--- src/rtl/sw3_pkg.sv ---
package sw3_pkg;
   typedef enum logic [1:0] {
      OPC_X00   = 2'b00,
      OPC_STORE = 2'b01,
      OPC_X10   = 2'b10,
      OPC_ERASE = 2'b11
   } sw3_opc_e;
endpackage

--- src/rtl/sw3_sync.sv ---
module sw3_sync #(
   parameter int N      = 3,
   parameter int STAGES = 2
) (
   input  logic         clk,
   input  logic         rst_n,
   input  logic [N-1:0] d,
   output logic [N-1:0] q
);
   if (STAGES < 2) begin : g_bad_stages
      $error("sw3_sync: STAGES must be at least 2");
   end

   for (genvar b = 0; b < N; b++) begin : g_bit
      logic [STAGES-1:0] chain;
      always_ff @(posedge clk or negedge rst_n) begin
         if (!rst_n) chain <= '0;
         else        chain <= {chain[STAGES-2:0], d[b]};
      end
      assign q[b] = chain[STAGES-1];
   end
endmodule

--- src/rtl/sw3_rx.sv ---
module sw3_rx
   import sw3_pkg::*;
#(
   parameter int AW = 6,
   parameter int DW = 16
) (
   input  logic          clk,
   input  logic          rst_n,
   input  logic          cs_s,
   input  logic          cs_rise,
   input  logic          sk_rise,
   input  logic          di_s,
   input  logic          busy,
   input  logic          desel_ok,
   output logic          frame_ok,
   output logic [1:0]    opc,
   output logic [AW-1:0] addr,
   output logic [DW-1:0] data
);
   localparam int TOT = 2 + AW + DW;
   localparam int CW  = $clog2(TOT + 1);

   logic          started;
   logic          ign;
   logic [CW-1:0] cnt;

   always_ff @(posedge clk or negedge rst_n) begin
      if (!rst_n) begin
         started <= 1'b0;
         ign     <= 1'b0;
         cnt     <= '0;
         opc     <= '0;
         addr    <= '0;
         data    <= '0;
      end else if (cs_rise) begin
         started <= 1'b0;
         cnt     <= '0;
         ign     <= busy | ~desel_ok;
      end else if (cs_s && sk_rise && !ign) begin
         if (!started) begin
            started <= di_s;
         end else if (cnt < CW'(TOT)) begin
            if (cnt < CW'(2))           opc  <= {opc[0], di_s};
            else if (cnt < CW'(2 + AW)) addr <= {addr[AW-2:0], di_s};
            else                        data <= {data[DW-2:0], di_s};
            cnt <= cnt + CW'(1);
         end
      end
   end

   assign frame_ok = started && !ign &&
                     ((opc == OPC_STORE && cnt == CW'(TOT)) ||
                      (opc == OPC_ERASE && cnt >= CW'(2 + AW)));


   bit_count_hold_chk: assert property (@(posedge clk) disable iff (!rst_n)
      (!sk_rise && !cs_rise) |=> $stable(cnt));
endmodule

--- src/rtl/sw3_ctl.sv ---
module sw3_ctl
   import sw3_pkg::*;
#(
   parameter int AW    = 6,
   parameter int DW    = 16,
   parameter int TPROG = 40,
   parameter int CSMIN = 4
) (
   input  logic          clk,
   input  logic          rst_n,
   input  logic          cs_s,
   input  logic          cs_fall,
   input  logic          frame_ok,
   input  logic [1:0]    opc,
   input  logic [AW-1:0] addr,
   input  logic [DW-1:0] data,
   output logic          busy,
   output logic          desel_ok,
   output logic          clr_en,
   output logic          wr_en,
   output logic [AW-1:0] m_addr,
   output logic [DW-1:0] m_data
);
   localparam int TW = $clog2(TPROG);
   localparam int LW = $clog2(CSMIN + 1);

   logic [TW-1:0] tmr;
   logic [LW-1:0] lowcnt;
   logic [1:0]    opc_q;
   logic [AW-1:0] addr_q;
   logic [DW-1:0] data_q;
   logic          launch;

   assign launch = cs_fall && frame_ok && !busy;

   always_ff @(posedge clk or negedge rst_n) begin
      if (!rst_n) begin
         busy   <= 1'b0;
         tmr    <= '0;
         opc_q  <= '0;
         addr_q <= '0;
         data_q <= '0;
      end else if (launch) begin
         busy   <= 1'b1;
         tmr    <= TW'(TPROG - 1);
         opc_q  <= opc;
         addr_q <= addr;
         data_q <= data;
      end else if (busy) begin
         if (tmr == '0) busy <= 1'b0;
         else           tmr  <= tmr - TW'(1);
      end
   end

   always_ff @(posedge clk or negedge rst_n) begin
      if (!rst_n)                              lowcnt <= LW'(CSMIN);
      else if (cs_fall)                        lowcnt <= LW'(1);
      else if (!cs_s && lowcnt < LW'(CSMIN))   lowcnt <= lowcnt + LW'(1);
   end

   assign desel_ok = (lowcnt >= LW'(CSMIN));
   assign clr_en   = launch;
   assign wr_en    = busy && (tmr == '0) && (opc_q == OPC_STORE);
   assign m_addr   = busy ? addr_q : addr;
   assign m_data   = data_q;


   start_on_release_chk: assert property (@(posedge clk) disable iff (!rst_n)
      $rose(busy) |-> $past(cs_fall));


   cmd_frozen_chk: assert property (@(posedge clk) disable iff (!rst_n)
      busy |=> ($stable(addr_q) && $stable(data_q) && $stable(opc_q)));
endmodule

--- src/rtl/sw3_mem.sv ---
module sw3_mem #(
   parameter int AW = 6,
   parameter int DW = 16
) (
   input  logic          clk,
   input  logic          rst_n,
   input  logic          clr_en,
   input  logic          wr_en,
   input  logic [AW-1:0] addr,
   input  logic [DW-1:0] wdata,
   input  logic [AW-1:0] rd_addr,
   output logic [DW-1:0] rd_data
);
   localparam int DEPTH = 1 << AW;

   logic [DW-1:0] mem [DEPTH];

   always_ff @(posedge clk or negedge rst_n) begin
      if (!rst_n) begin
         for (int i = 0; i < DEPTH; i++) mem[i] <= '1;
      end else if (clr_en) begin
         mem[addr] <= '1;
      end else if (wr_en) begin
         mem[addr] <= wdata;
      end
   end

   assign rd_data = mem[rd_addr];


   clear_lands_chk: assert property (@(posedge clk) disable iff (!rst_n)
      clr_en |=> (mem[$past(addr)] == {DW{1'b1}}));
endmodule

--- src/rtl/sw3_eeprom_prog.sv ---
module sw3_eeprom_prog #(
   parameter int AW     = 6,
   parameter int DW     = 16,
   parameter int TPROG  = 40,
   parameter int CSMIN  = 4,
   parameter int STAGES = 2
) (
   input  logic          clk,
   input  logic          rst_n,
   input  logic          cs_i,
   input  logic          sk_i,
   input  logic          di_i,
   output logic          do_o,
   output logic          do_oe,
   input  logic [AW-1:0] rd_addr,
   output logic [DW-1:0] rd_data
);
   if (DW != 8 && DW != 16) begin : g_bad_dw
      $error("sw3_eeprom_prog: DW must be 8 or 16");
   end
   if (AW < 2) begin : g_bad_aw
      $error("sw3_eeprom_prog: AW must be at least 2");
   end
   if (TPROG < 2 || CSMIN < 1) begin : g_bad_time
      $error("sw3_eeprom_prog: TPROG >= 2 and CSMIN >= 1 required");
   end

   logic [2:0]    pin_s;
   logic          cs_s, sk_s, di_s, cs_q, sk_q;
   logic          cs_rise, cs_fall, sk_rise;
   logic          busy, desel_ok, frame_ok, clr_en, wr_en;
   logic [1:0]    opc;
   logic [AW-1:0] rx_addr, m_addr;
   logic [DW-1:0] rx_data, m_data;

   sw3_sync #(.N(3), .STAGES(STAGES)) u_sync (
      .clk(clk), .rst_n(rst_n), .d({cs_i, sk_i, di_i}), .q(pin_s));

   assign {cs_s, sk_s, di_s} = pin_s;

   always_ff @(posedge clk or negedge rst_n) begin
      if (!rst_n) begin
         cs_q <= 1'b0;
         sk_q <= 1'b0;
      end else begin
         cs_q <= cs_s;
         sk_q <= sk_s;
      end
   end

   assign cs_rise = cs_s & ~cs_q;
   assign cs_fall = ~cs_s & cs_q;
   assign sk_rise = sk_s & ~sk_q;

   sw3_rx #(.AW(AW), .DW(DW)) u_rx (
      .clk(clk), .rst_n(rst_n), .cs_s(cs_s), .cs_rise(cs_rise),
      .sk_rise(sk_rise), .di_s(di_s), .busy(busy), .desel_ok(desel_ok),
      .frame_ok(frame_ok), .opc(opc), .addr(rx_addr), .data(rx_data));

   sw3_ctl #(.AW(AW), .DW(DW), .TPROG(TPROG), .CSMIN(CSMIN)) u_ctl (
      .clk(clk), .rst_n(rst_n), .cs_s(cs_s), .cs_fall(cs_fall),
      .frame_ok(frame_ok), .opc(opc), .addr(rx_addr), .data(rx_data),
      .busy(busy), .desel_ok(desel_ok), .clr_en(clr_en), .wr_en(wr_en),
      .m_addr(m_addr), .m_data(m_data));

   sw3_mem #(.AW(AW), .DW(DW)) u_mem (
      .clk(clk), .rst_n(rst_n), .clr_en(clr_en), .wr_en(wr_en),
      .addr(m_addr), .wdata(m_data), .rd_addr(rd_addr), .rd_data(rd_data));

   assign do_oe = cs_s;
   assign do_o  = ~busy;
endmodule

--- config.mk ---
export PLATFORM = sky130hd
export DESIGN_NAME = sw3_eeprom_prog
export DESIGN_NICKNAME = d
export VERILOG_FILES = /design/src/rtl/sw3_pkg.sv /design/src/rtl/sw3_sync.sv /design/src/rtl/sw3_rx.sv /design/src/rtl/sw3_ctl.sv /design/src/rtl/sw3_mem.sv /design/src/rtl/sw3_eeprom_prog.sv
export SDC_FILE = /design/constraint.sdc
export NUM_CORES = 2
export LEC_CHECK = 0
export BUFFER_PORTS_ARGS = -buffer_cell sky130_fd_sc_hd__clkbuf_2
export CORE_MARGIN = 2
export CORE_UTILIZATION = 50
export CTS_CLUSTER_SIZE = 20
export DETAILED_ROUTE_END_ITERATION = 10
export PLACE_DENSITY = 0.7
export SYNTH_ARGS = -nofsm -noshare
export SYNTH_HDL_FRONTEND = slang
export SYNTH_SLANG_ARGS = --single-unit
--- constraint.sdc ---
create_clock -name clk -period 7.96 [get_ports clk]
set_clock_uncertainty 0.1 [all_clocks]
set_input_delay 1.592 -clock clk [delete_from_list [all_inputs] [get_ports clk]]
set_output_delay 1.592 -clock clk [all_outputs]
set_load 0.01 [all_outputs]
After elaboration in Yosys (flattened, before gate mapping)
Cells that the tools add are included.
- memories kept: 0
- word-level logic and storage cells: 165
- register bits after elaboration: 1097
- input bits: 11
- output and inout port bits: 18
- bits in writable memories: 0
- ROM bits: 0
- bits in latches: 0
- reduce and logical (&&, ||, !) cells: 28
- order comparisons: 9
- muxes and demuxes: 24
- equality and inequality tests: 5
- div/mod/pow operators: 0
- $add $sub $neg: 3
- $mul: 0
- shift operators: 0
- bitwise gates (word level): 15
- operators by type and width (operator ; number):
    2-to-1 mux 1024 bit ; 2
    bitwise mux 1024 bit ; 1
    OR 1024 bit ; 1
    binary-select mux 16 bit (select 6 bit) ; 1
    demux 16 bit (select 6 bit) ; 1
    2-to-1 mux 16 bit ; 3
    2-to-1 mux 6 bit ; 4
    2-to-1 mux 5 bit ; 4
    >= comparator 7 bit (second input constant) ; 2
    inverter 6 -> 7 bit ; 2
    logical AND 1 bit ; 12
    AND reduction 6 bit ; 2
    nonzero test 2 bit ; 6
    inverter 1 bit ; 8
    < comparator 7 x 1 -> 1 bit (second input constant) ; 1
    zero test 6 bit ; 1
    2-to-1 mux 1 bit ; 6
    2-to-1 mux 3 bit ; 2
    subtractor 6 x 1 -> 6 bit (second input constant) ; 1
    adder 5 x 1 -> 5 bit (second input constant) ; 1
    == test 5 bit (second input constant) ; 1
    >= comparator 5 x 4 -> 1 bit (second input constant) ; 1
    < comparator 5 x 2 -> 1 bit (second input constant) ; 1
    < comparator 5 x 4 -> 1 bit (second input constant) ; 1
    14 further kinds ; 19

Depth between registers and ports, before layout
- word-level depth: 9
- gate-level depth with buffers: 10
- depth with buffers taken out: 7

By module
From an unflattened synthesis, not the netlist that was laid out.
- cell total of the unflattened synthesis: 4400
- area total of the unflattened synthesis: 49213.4 µm²
- by module, submodules not included (module ; cells each ; instances ; sequential area each (µm²) ; area an instance (µm²)):
    sw3_mem ; 4123 ; 1 ; 26905.8 ; 46051.7
    sw3_ctl ; 163 ; 1 ; 852.1 ; 1524.0
    sw3_rx ; 99 ; 1 ; 775.7 ; 1390.1
    sw3_sync ; 9 ; 1 ; 150.1 ; 172.7
    sw3_eeprom_prog ; 6 ; 1 ; 50.0 ; 75.1

Least setup slack after synthesis
OpenSTA, ideal clock, no wires.
- kind: input to output
- start point: input port rd_addr[0]
- end point: output port rd_data[13]
- path slack: 2.845 ns
- data required time: 6.268 ns
- data arrival time: 3.423 ns
- buffers on the path: 3
- cell stages on the path: 7
- cell sequence: buf_2 buf_2 buf_2 mux4_2 a221oi_1 o21ai_0 and3_1
- cells in the longest elaborated chain, start to end: 4
- ends and longest elaborated chain (what ; RTL line ; RTL):
    start: declaration ; sw3_eeprom_prog.sv:15 ; input logic [AW-1:0] rd_addr,
    inverter 6 -> 7 bit (not written as such) ; sw3_mem.sv:28 ; assign rd_data = mem[rd_addr];
    binary-select mux 16 bit (select 6 bit) ; sw3_mem.sv:28 ;
    2-to-1 mux 16 bit (not written as such) (2 in series) ; sw3_mem.sv:28 ;
    end: declaration ; sw3_eeprom_prog.sv:16 ; output logic [DW-1:0] rd_data
Every way passes these cells. The select of a mux whose other input is x is not followed.

Worst setup path in the final report
- start point: input port rd_addr[0]
- end point: output port rd_data[14]
Same word-level chain as after synthesis.

==> impl_results.rst <==
.. list-table::
   :header-rows: 1

   * - Metric
     - Value
   * - Element type at the critical path end
     - primary output
   * - Count of buffers from port buffering
     - 28
   * - Root Driver
     - sky130_fd_sc_hd__clkbuf_16
   * - Share of the yosys chip area belonging to registers
     - 58.1%
   * - Yosys cell types
     - 60
   * - Post-Synthesis Cells
     - 3519
   * - Worst skew pair latency
     - 0.70 ns
   * - Share of the synthesized area in the top cell type
     - 54.4%
   * - Buffers inserted during post-CTS setup optimization
     - 0
   * - Final Core Density
     - 55.2%
   * - Fmax
     - 150 MHz
   * - Final period demand of the worst path
     - 6.65 ns
   * - Logic pwr share
     - 3.8%
   * - Final-report hold violation count
     - 0
   * - Post-Place Setup Slack
     - 1.42 ns
   * - Drt first pass iters
     - 6
   * - CTS hold repair buffers
     - 0
   * - Unrepaired setup endpoints after global routing
     - false
   * - Routed vias
     - 33200
   * - Register share of total power
     - 49.4%
   * - Final setup violation count
     - 0
   * - CTS sink cnt
     - 1097
   * - CTS tree
     - yes
   * - Accumulated negative setup slack
     - 0 ns
   * - Count of instances resized after the clock tree is built
     - 0
   * - Ratio of cells with drive above 1 in the final layout
     - 47.4%
   * - Biggest area contributors in the synthesized netlist
     - sky130_fd_sc_hd__dfstp_2 54%, sky130_fd_sc_hd__a2bb2oi_1 9.6%, sky130_fd_sc_hd__o2bb2ai_1 8.5%, sky130_fd_sc_hd__mux4_2 8.4%, sky130_fd_sc_hd__dfrtp_1 3.6%
   * - Pins over their slew limit
     - 0
   * - Antenna-violating nets left
     - 0
   * - Worst-margin pin slew
     - 1.33 ns
   * - Final Non-Filler Cells
     - 4756
   * - Global Route Usage Sum
     - 28.3%
   * - Placer congestion estimate
     - 0.889
   * - Post-route worst setup slack
     - 1.31 ns
   * - Launching element of the worst setup path
     - rd_addr[0]
   * - Design area
     - 0.0543 mm²
   * - Source of the worst register-to-register timing path
     - u_rx.cnt[1]$_DFFE_PN0P_
   * - DR vias/cell
     - 6.97
   * - Class of the worst hold path
     - reg2reg
   * - Clock transition at path regs
     - 0.06 ns
   * - Design internal power
     - 8.84 mW
   * - Routed Wire Length
     - 144000 µm
   * - Antenna violations before repair
     - 2
   * - Area of all sequential standard cells
     - 0.0287 mm²
   * - I/O pin count
     - 29
   * - Startpoint kind of the worst setup timing path
     - input pin
   * - Max-cap check violation count
     - 0
   * - Hold Crit Depth
     - 0
   * - Largest area contributor in the netlist
     - sky130_fd_sc_hd__dfstp_2
   * - WL per Instance
     - 30.2 µm
   * - Total overflow reported by the global router
     - 0
   * - Switching power
     - 2.56 mW
   * - Period utilisation layout
     - 83.6%
   * - Critical-path maximum fanout
     - 44
   * - Post-detailed-route DRC marker count
     - 0
   * - Share of async-settable or async-resettable flops after synthesis
     - 100%
   * - Global-route wire length before repair
     - 221000 µm
   * - Dpl hpwl
     - 83100 µm
   * - Die Y-Extent
     - 319 µm
   * - Die ar.
     - 0.101 mm²
   * - Starting density of the core
     - 50.3%
   * - Peak supply drop
     - 0.152 mV
   * - Slew headroom
     - 9.12%
   * - Path depth of the worst reg2reg path
     - 8
   * - Top_reg_cell synth
     - sky130_fd_sc_hd__dfstp_2
   * - Standard cell core area
     - 0.0983 mm²
   * - Post-Place Cells
     - 4550
   * - Die outline width
     - 319 µm
   * - Synthesis Warnings
     - 0
   * - Mean instance size in the synthesized netlist
     - 14.1 µm²
   * - Critical path start-end classification
     - in2out
   * - EDFF count, synth
     - 0
   * - Critical hold path startpoint
     - u_sync.g_bit[0].chain[0]$_DFF_PN0_
   * - Area used by multi-input combinational logic
     - 0.0193 mm²
   * - Arr. time, crit path
     - 4.96 ns
   * - Result of the run
     - completed
   * - TritonCTS Buffers
     - 113
   * - Area grow syn2layout
     - 9.70%
   * - Iteration-0 DRC count of the detailed router
     - 3505
   * - Combined area of all synthesized cells
     - 0.0495 mm²
   * - Relative contribution of the clock network to total power
     - 46.8%
   * - Maximum number of pins on one net before global-route repair
     - 177
   * - Synthesis-stage register bit count
     - 1097
   * - Required time at the endpoint of the critical path
     - 6.27 ns
   * - Number of nets at the end of the flow
     - 3394
   * - Count of standard-cell rows
     - 115
   * - Switching fraction of total power
     - 22.5%
   * - Instance area after placement
     - 0.0505 mm²
   * - Net Count, Synth
     - 3535
   * - Filler instances
     - 7807
   * - H-tree Lvls
     - 3
   * - Buffer levels on the longest clock path
     - 3
   * - LEAKAGE
     - 19.4 nW
   * - Via count of the first global-routing pass
     - 33600
   * - Pwr/cell area
     - 210 mW/mm²
## Yosys cell counts (36+ instances only)
cell type / instances
sky130_fd_sc_hd__clkbuf_1: 210
sky130_fd_sc_hd__dfstp_2: 1025
sky130_fd_sc_hd__mux2_2: 55
sky130_fd_sc_hd__a2bb2oi_1: 544
sky130_fd_sc_hd__buf_2: 125
sky130_fd_sc_hd__mux4_2: 184
sky130_fd_sc_hd__mux2i_1: 165
sky130_fd_sc_hd__dfrtp_1: 72
sky130_fd_sc_hd__nor2_1: 74
sky130_fd_sc_hd__a221oi_1: 36
sky130_fd_sc_hd__nand2_1: 161
sky130_fd_sc_hd__a211oi_1: 36
sky130_fd_sc_hd__o2bb2ai_1: 480
sky130_fd_sc_hd__nor2_2: 50
## path summary, 6_finish.rpt
| kind | slack (ns) | end |
|---|---|---|
| setup / recovery | 1.31 | rd_data[14] |
| hold / removal | 0.26 | u_sync.g_bit[0].chain[1]$_DFF_PN0_ |
| setup reg to reg | 3.90 | u_mem.mem[882]$_DFFE_PN1P_ |
| hold reg to reg | 0.26 | u_sync.g_bit[0].chain[1]$_DFF_PN0_ |
| max in group asynchronous | 5.18 | u_mem.mem[781]$_DFFE_PN1P_ |
| min in group asynchronous | 0.89 | u_ctl.addr_q[4]$_DFFE_PN0P_ |
## flip-flops by register name, indices dropped and copies added (netlist names), 3 cells and up
signal,flops
u_ctl.lowcnt,3
u_sync.g_bit.chain,6
u_ctl.tmr,6
u_mem.mem,1024
u_rx.data,16
u_rx.cnt,5
u_ctl.addr_q,6
u_ctl.m_data,16
u_rx.addr,6
## routing by layer
metal	routed length [µm]	GRT usage, %	share of wire [%]
met4	6140	11.7	4.3
met3	13500	7.26	9.4
met1	60800	40.7	42
met5	68	0.331	0.047
met2	63300	40.9	44
## area by class of cell
| class | instances | area share (%) |
|---|---|---|
| sequential | 1097 | 52.9 |
| multi-input combinational | 2058 | 35.6 |
| clock buffer | 180 | 6.40 |
| tap | 1287 | 2.97 |
| timing repair buffer | 100 | 1.55 |
| clock inverter | 25 | 0.452 |
| inverter | 8 | 0.0553 |
| antenna | 1 | 0.00461 |
## power by group through the flow
stage	clock network [mW]	registers, mW	logic (mW)
floorplan	0	5.71	0.207
global placement	0	5.71	0.436
detailed placement	0	5.71	0.437
CTS	5.39	5.63	0.437
global route	5.62	5.63	0.469
finish	5.34	5.63	0.436
## logic make-up after synthesis
kind of cell	count (synthesis)	share of synthesized area [%]
AOI/OAI and AO/OA	1252	21.6
xor gates and xnor gates	8	0.142
adders and majority gates	5	0.126
buffers and inverters	364	3.12
DFF	1097	58.1
muxes	404	13.0
and+or+nand+nor	389	4.00
## cells in the final DEF (no fill, tap or decap), types with 57 or more instances in the layout
cell type                      n
sky130_fd_sc_hd__nand2_1     161
sky130_fd_sc_hd__mux4_2      184
sky130_fd_sc_hd__buf_4        62
sky130_fd_sc_hd__dfstp_2    1025
sky130_fd_sc_hd__nor2_1       57
sky130_fd_sc_hd__clkbuf_16   116
sky130_fd_sc_hd__mux2i_1     165
sky130_fd_sc_hd__o2bb2ai_1   480
sky130_fd_sc_hd__a2bb2oi_1   544
sky130_fd_sc_hd__dfrtp_1      72
## stage by stage
stage | power, mW | hold slack (ns)
2_1_floorplan | 5.91 | 0.231
3_3_place_gp | 6.14 | 0.233
3_5_place_dp | 6.15 | 0.244
4_1_cts | 11.5 | 0.258
5_1_grt | 11.7 | 0.268
6_report | 11.4 | 0.255
## worst max-delay path, stage by stage
cell and delay, ns:
sky130_fd_sc_hd__buf_8 0.41, sky130_fd_sc_hd__buf_4 0.50, sky130_fd_sc_hd__mux4_2 0.56, sky130_fd_sc_hd__a221oi_1 0.52, sky130_fd_sc_hd__o21ai_0 0.42, sky130_fd_sc_hd__o21ai_0 0.50
sky130_fd_sc_hd__nor3_1 0.14, sky130_fd_sc_hd__clkbuf_2 0.18
No activity file was read; power rests on OpenSTA's default activity.
